File: src/rtl/lane_rx_init.sv
module lane_rx_init #(
  parameter int F = 2,
  parameter int K = 8
) (
  input  logic                   clk,
  input  logic                   rst_n,
  input  logic [7:0]             rx_octet,
  input  logic                   rx_is_ctrl,
  input  logic                   rx_valid,
  input  logic                   rx_code_err,
  input  logic                   rx_disp_err,
  output logic                   sync_req_n,
  output logic                   mf_start,
  output logic                   lane_ready,
  output logic                   link_err,
  output logic [7:0]             user_octet,
  output logic                   user_valid,
  output logic [8*(F*K-3)-1:0]   cfg_data
);
  localparam int MF    = F * K;
  localparam int CFG_N = MF - 3;
  localparam int PW    = (MF > 1) ? $clog2(MF) : 1;

  localparam logic [1:0] ST_HUNT = 2'd0, ST_CGS = 2'd1, ST_ILAS = 2'd2, ST_DATA = 2'd3;

  logic [1:0]    st;
  logic [1:0]    comma_cnt, bad_cnt, mf_idx;
  logic [PW-1:0] pos;

  wire good     = rx_valid & ~rx_code_err & ~rx_disp_err;
  wire bad      = rx_valid & (rx_code_err | rx_disp_err);
  wire is_k     = rx_is_ctrl && rx_octet == 8'hBC;
  wire is_start = rx_is_ctrl && rx_octet == 8'h1C;
  wire is_end   = rx_is_ctrl && rx_octet == 8'h7C;
  wire is_cfgk  = rx_is_ctrl && rx_octet == 8'h9C;
  wire is_fc    = rx_is_ctrl && rx_octet == 8'hFC;
  wire last_pos = pos == PW'(MF - 1);

  always_ff @(posedge clk) begin
    if (!rst_n) begin
      st <= ST_HUNT; comma_cnt <= '0; bad_cnt <= '0; mf_idx <= '0; pos <= '0;
      sync_req_n <= 1'b0; mf_start <= 1'b0; lane_ready <= 1'b0; link_err <= 1'b0;
      user_octet <= '0; user_valid <= 1'b0; cfg_data <= '0;
    end else begin
      mf_start   <= 1'b0;
      user_valid <= 1'b0;
      if (bad) begin
        comma_cnt <= '0;
        if (bad_cnt == 2'd3) begin
          st <= ST_HUNT; sync_req_n <= 1'b0; lane_ready <= 1'b0; bad_cnt <= '0;
        end else begin
          bad_cnt <= bad_cnt + 2'd1;
        end
      end else if (good) begin
        bad_cnt <= '0;
        case (st)
          ST_HUNT: begin
            if (!is_k) comma_cnt <= '0;
            else if (comma_cnt == 2'd3) begin
              st <= ST_CGS; sync_req_n <= 1'b1; comma_cnt <= '0;
            end else comma_cnt <= comma_cnt + 2'd1;
          end
          ST_CGS: begin
            if (is_start) begin
              st <= ST_ILAS; pos <= PW'(1); mf_idx <= '0; mf_start <= 1'b1;
            end
          end
          ST_ILAS: begin
            if (pos == '0) mf_start <= 1'b1;
            if (mf_idx == 2'd1 && pos == PW'(1) && !is_cfgk) link_err <= 1'b1;
            if (mf_idx == 2'd1)
              for (int i = 0; i < CFG_N; i++)
                if (pos == PW'(i + 2)) cfg_data[i*8 +: 8] <= rx_octet;
            if (last_pos) begin
              if (!is_end) link_err <= 1'b1;
              pos    <= '0;
              mf_idx <= mf_idx + 2'd1;
              if (mf_idx == 2'd3) begin
                st <= ST_DATA; lane_ready <= 1'b1;
              end
            end else begin
              pos <= pos + PW'(1);
            end
          end
          default: begin
            user_valid <= 1'b1;
            user_octet <= rx_octet;
            if (rx_is_ctrl && !is_end && !is_fc) link_err <= 1'b1;
          end
        endcase
      end
    end
  end

  AST_READY_NEEDS_SYNC: assert property (@(posedge clk) disable iff (!rst_n) lane_ready |-> sync_req_n);
  AST_DATA_ONLY_READY: assert property (@(posedge clk) disable iff (!rst_n) user_valid |-> lane_ready);
  AST_MF_ONE_CYCLE: assert property (@(posedge clk) disable iff (!rst_n) mf_start |=> !mf_start);
  AST_ERR_STICKY: assert property (@(posedge clk) disable iff (!rst_n) link_err |=> link_err);
  AST_IDLE_NO_EFFECT: assert property (@(posedge clk) disable iff (!rst_n)
    !rx_valid |=> $stable(sync_req_n) && $stable(cfg_data) && !user_valid);
  AST_RESYNC: assert property (@(posedge clk) disable iff (!rst_n)
    (bad && bad_cnt == 2'd3) |=> !sync_req_n && !lane_ready);
endmodule

File: config.mk
export PLATFORM = sky130hd
export DESIGN_NAME = lane_rx_init
export DESIGN_NICKNAME = d
export VERILOG_FILES = /design/src/rtl/lane_rx_init.sv
export SDC_FILE = /design/constraint.sdc
export NUM_CORES = 1
export LEC_CHECK = 0
export ABC_AREA = 1
export BUFFER_PORTS_ARGS = -buffer_cell sky130_fd_sc_hd__buf_2
export CORE_MARGIN = 2
export CORE_UTILIZATION = 25
export CTS_BUF_LIST = sky130_fd_sc_hd__clkbuf_8
export DETAILED_ROUTE_END_ITERATION = 8
export GPL_ROUTABILITY_DRIVEN = 1
export HOLD_SLACK_MARGIN = 0.12
export PLACE_DENSITY_LB_ADDON = 0.3
export SYNTH_ARGS = -nofsm -noshare
export SYNTH_HDL_FRONTEND = slang
export SYNTH_SLANG_ARGS = --single-unit
File: constraint.sdc
create_clock -name clk -period 4.1 [get_ports clk]
set_input_delay 0.82 -clock clk [delete_from_list [all_inputs] [get_ports clk]]
set_output_delay 0.82 -clock clk [all_outputs]
set_load 0.005 [all_outputs]
After elaboration in Yosys (flattened, before gate mapping)
Index checks and enable logic that the tools add are counted.
- output and inout bits: 117
- bits of input ports: 14
- flip-flop bits (word level): 129
- bits in latches: 0
- word-level logic and storage cells: 162
- memories: 0
- bits in writable memories: 0
- bits in read-only memories: 0
- shift operators: 0
- muxes and demuxes: 40
- multiply operators: 0
- add/subtract/negate cells: 4
- equal/unequal tests: 34
- magnitude comparators: 0
- div/mod/pow operators: 0
- reductions and logical operators: 49
- bitwise logic cells: 11
- operator list (operator ; number):
    5-bit AND reduction ; 16
    4-bit equality test (second input constant) ; 8
    2-bit 2-to-1 mux ; 15
    8-bit equality test (second input constant) ; 3
    1-bit 2-to-1 mux ; 18
    2-bit nonzero test ; 9
    4-bit by 3-bit equality test with 1-bit output (second input constant) ; 4
    3-bit != test (second input constant) ; 5
    1-bit logical AND ; 9
    2-bit equality test (second input constant) ; 4
    4-bit by 2-bit equality test with 1-bit output (second input constant) ; 2
    8-bit by 5-bit equality test with 1-bit output (second input constant) ; 1
    8-bit by 7-bit equality test with 1-bit output (second input constant) ; 1
    4-bit 2-to-1 mux ; 2
    4-bit one-hot mux with 2 select lines ; 1
    4-bit AND reduction ; 2
    8-bit AND reduction ; 1
    1-bit inverter ; 7
    2-bit by 1-bit adder with 2-bit output (second input constant) ; 3
    2-bit one-hot mux with 3 select lines ; 1
    3-bit OR reduction ; 2
    4-bit by 1-bit adder with 4-bit output (second input constant) ; 1
    2-bit by 1-bit equality test with 1-bit output (second input constant) ; 2
    4-bit by 1-bit equality test with 1-bit output (second input constant) ; 1
    other kinds (13) ; 20

Longest topological paths before layout
- depth in word-level cells: 8
- gate-level depth with buffers: 11
- gate-level depth less buffers: 11

Worst setup path before layout
OpenSTA, ideal clock, no wires.
- path kind: in2reg
- start point: in rx_disp_err
- end point: reg cfg_data[70]
- library setup time: 0.080 ns
- path slack: 2.302 ns
- required time: 4.020 ns
- cell stages on the path: 8
- arrival: 1.718 ns
- path buffers: 1
- cells stage by stage: inv_1 -> nand2_2 -> nor2_8 -> nand3_2 -> nor2_4 -> buf_4 -> nor2_1 -> a211oi_2
- cells in the longest elaborated chain, start to end: 4
- elaborated cells on any way between the ends: 6
- those cells by class: 5 x bitwise; 1 x reduce/logical
- RTL lines (item ; RTL line ; text):
    start: declaration ; 11 ; input logic rx_disp_err,
    1-bit OR ; 31 ; wire bad = rx_valid & (rx_code_err | rx_disp_err);
    1-bit bitwise AND ; 31 ;
    1-bit inverter (no line) ; -- ;
    5-bit AND reduction (no line) * ; -- ;
    end signal: indexed assignment ; 73 ; if (pos == PW'(i + 2)) cfg_data[i*8 +: 8] <= rx_octet;
    end: declaration ; 18 ; output logic [8*(F*K-3)-1:0] cfg_data
Every way passes the cells marked *; elsewhere a longest branch is shown, timed or not.
A chain may end at the register's enable or synchronous reset.

Worst setup path after layout
- start point: reg st[0]
- end point: reg cfg_data[2]
- cells in the longest elaborated chain, start to end: 2
- RTL lines (item ; RTL line ; text):
    start: declaration ; 26 ; logic [1:0] st;
    start signal: assignment ; 41 ; st <= ST_HUNT; comma_cnt <= '0; bad_cnt <= '0; mf_idx <= '0; pos <= '0;
    start signal: assignment ; 50 ; st <= ST_HUNT; sync_req_n <= 1'b0; lane_ready <= 1'b0; bad_cnt <= '0;
    start signal: assignment ; 60 ; st <= ST_CGS; sync_req_n <= 1'b1; comma_cnt <= '0;
    2-bit equality test ; 56 ; case (st)
    5-bit AND reduction (no line) ; -- ;
Every way passes these cells.

==> qor.csv <==
stage;metric;value;unit
floorplanning;DIE AREA;21500;um2
route;DR WL/cell;15.4;um
worst_setup_path;Crit path max-delay family;simple AND/OR/NAND/NOR gates;
synthesis;XOR/XNOR Fraction of Synth Area;0.00344;
final_layout;fillers;2187;
power_and_ir_drop;Lkg Pwr;2.91;nW
grt;initial antenna violation count;0;
grt;first-pass GRT wire length;23900;um
synthesis;Mapped Area;5090;um2
clock_tree;H-Tree Depth;4;
sta;Final Setup Violations;0;
floorplanning;Placement Rows;52;
worst_setup_path;Critical Path Max Stage Delay;0.51;ns
synthesis;mean area per synthesized cell;8.44;um2
worst_setup_path;crit-path max FO;16;
clock_tree;post-cts resize count;0;
worst_setup_path;worst-path cell chain;inv_1 -> ha_1 -> nand3_4 -> inv_1 -> nand3_1 -> o21ai_0 -> a21oi_1;
synthesis;Gate Count Post-Synth;604;
final_layout;layout cells sized above 1;0.277;
final_layout;Area Overhead vs Synth;24.2;%
route;Antenna Nets Post-Route;0;
grt;pin count of the biggest net entering global routing;54;
worst_setup_path;Worst Setup Start Kind;flip-flop;
route;starting DRC count in detailed routing;244;
clock_tree;Post-CTS Setup Inserts;0;
sta;Highest Clock Rate;0.442;GHz
run;Max-Cap Viols;0;
clock_tree;post-cts hold buffer count;0;
worst_setup_path;WS Path Type;flip-flop to flip-flop;
route;DRC viols;0;
route;vias;4381;
route;drt first pass iters;4;
power_and_ir_drop;Peak VDD IR;186;uV
run_status;status;finished, final reports clean;
sta;RSZ-0062 raised after global routing;no;
synthesis;simple-gate share of the synthesized area;0.127;
final_layout;Total Nets Final;745;
synthesis;Syn. warnings;0;
worst_setup_path;Critical Path Most Common Cell;inv_1;
worst_setup_path;critical path capture point type;flip-flop;
worst_hold_path;HP Class;flip-flop to flip-flop;
clock_tree;total CTS buffers;17;
synthesis;library cells used by synthesis;35;
placement;pre-CTS setup slack;1.67;ns
clock_tree;CTS clk-pin slew, worst paths;0.08;ns
power_and_ir_drop;power density over the cells;413;nW/um2
worst_setup_path;Worst path slowest cell;ha_1;
placement;dpl cell area;5880;um2
floorplanning;IO Pins;131;
synthesis;post-synthesis adder-cell area fraction;0.0319;
floorplanning;chip width;147;um
final_layout;sequential cell area;2580;um2
sta;Period minus WS final;2.26;ns
sta;final worst slack;1.84;ns
route;Routed Wire Length;15400;um
sta;crit share post-route;0.551;
sta;final-report hold violation count;0;
placement;Port Buf Inserts;130;
route;vias per std cell;4.39;
grt;Total GRT Usage;0.144;
clock_tree;root buffer cell;clkbuf_8;
floorplanning;core area;20100;um2
synthesis;#FFs+latches synth;129;
clock_tree;Max clock buf depth;2;
sta;Total Neg Setup Slack;0;ns
floorplanning;Initial Utilization;0.253;
sta;Clock Skews;0.0144;ns
synthesis;Compound-Gate Fraction of Synth Area;0.246;
clock_tree;Sink Count;129;
synthesis;Synthesized Nets;631;
sta;slew at the pin with the worst max-slew slack;0.855;ns
power_and_ir_drop;Power, Total;2.61;mW
worst_setup_path;Bufs and invs on worst path;2;
sta;Slew Viols, Final;0;
final_layout;cell area after layout;6330;um2
grt;grt ovf;0;
synthesis;multiplexer share of the synthesized area;0;
worst_setup_path;CP Data Required Time;4.40;ns
worst_setup_path;WP data arrival;2.56;ns
floorplanning;chip height;147;um
synthesis;Seq/Total Area, Yosys;0.507;
placement;Post-DP HPWL;10400;um
final_layout;final core occ;0.315;
final_layout;Antenna Cells;0;
final_layout;Post-Layout Cell Count;999;
synthesis;largest family of logic cells by synthesized area;compound AO/OA/AOI/OAI gates;
sta;Hold WS;0.445;ns
clock_tree;Clk Latency, worst-skew pair;0.44;ns
clock_tree;TritonCTS clock tree;built;
grt;vias in the first global route;4138;
final_layout;area occupied by multi-input gates;2080;um2
sta;Max-slew headroom;0.426;
placement;DP Cell Count;969;
placement;RePlAce Congestion;0.836;
-- area by class of cell --
cell class,instances,area share
clock inverter,11,0.0297
inverter,57,0.0338
tap,270,0.0534
clock buffer,19,0.0413
multi-input combinational,381,0.328
timing repair buffer,132,0.105
sequential,129,0.408
-- metal layers --
| layer | share of wire | global-route usage | wire (um) |
|---|---|---|---|
| met1 | 0.47 | 0.191 | 7150 |
| met3 | 0.088 | 0.0609 | 1350 |
| met5 | 0 | 0 | 0 |
| met2 | 0.44 | 0.214 | 6760 |
| met4 | 0.0070 | 0.0422 | 107 |
-- placed cells by master (no fill, tap or decap) --
master	instances
nand3_2	2
nor2_8	1
nor3_4	1
o2111ai_1	2
buf_2	130
o21ai_0	88
nor3_1	5
a21oi_2	1
o21ai_1	10
nor2_1	36
ha_1	13
buf_4	2
nand2_2	6
a211oi_2	2
o22ai_1	1
a21oi_1	117
inv_6	1
clkinv_2	1
clkinvlp_4	1
bufinv_16	5
a31oi_1	1
inv_1	43
inv_2	15
nand3_1	24
clkinv_1	1
nand3_4	1
o21ai_2	5
a211oi_1	7
clkbuf_8	19
nor2_4	4
nand2_4	1
dfxtp_1	129
a21oi_4	1
nand4_1	2
clkinv_4	1
nor2_2	2
nand2_1	46
xor2_1	2
-- synthesized netlist by cell type (all sizes together) --
master / count / area share
clkinv: 1 / 0.00074
a211oi: 9 / 0.015
nor2: 43 / 0.042
nand2: 53 / 0.043
inv: 56 / 0.041
dfxtp: 129 / 0.51
a31oi: 1 / 0.0012
clkbuf: 19 / 0.014
o21ai: 103 / 0.10
a21oi: 119 / 0.12
o22ai: 1 / 0.0012
ha: 13 / 0.032
nor3: 6 / 0.0081
buf: 18 / 0.029
o2111ai: 2 / 0.0034
xor2: 2 / 0.0034
nand4: 2 / 0.0025
nand3: 27 / 0.031
-- cells by family (layout without fill, tap and decap cells) --
group | count (synthesis) | after routing
AND/OR/NAND/NOR | 131 | 131
XOR/XNOR | 2 | 2
adder cells (fa/ha/maj) | 13 | 13
AO/OA/AOI/OAI | 235 | 235
flip-flops | 129 | 129
buffers and inverters | 94 | 219
-- registers in the layout (all words and copies together) (netlist names), 2 cells and up --
signal      count
cfg_data      104
user_octet      8
pos             4
bad_cnt         2
comma_cnt       2
mf_idx          2
st              2
-- worst reg2reg max path: stages (launching register included) --
cell	delay [ns]
dfxtp_1	0.35
inv_1	0.12
ha_1	0.51
nand3_4	0.19
inv_1	0.15
nand3_1	0.42
o21ai_0	0.32
a21oi_1	0.06
-- path summary, 6_finish.rpt --
check | from | to | slack, ns | cells after the start
max | st[0] | cfg_data[2] | 1.84 | 7
min | cfg_data[3] | cfg_data[3] | 0.44 | 2
min reg2reg | cfg_data[3] | cfg_data[3] | 0.44 | 2
max reg2reg | st[0] | cfg_data[2] | 1.84 | 7
-- power by group --
part	total [mW]	switching, mW	internal (mW)
clock network	1.25	0.502	0.747
logic	0.105	0.0813	0.0236
registers	1.26	0.00270	1.26
(Power assumes the default switching activity.)
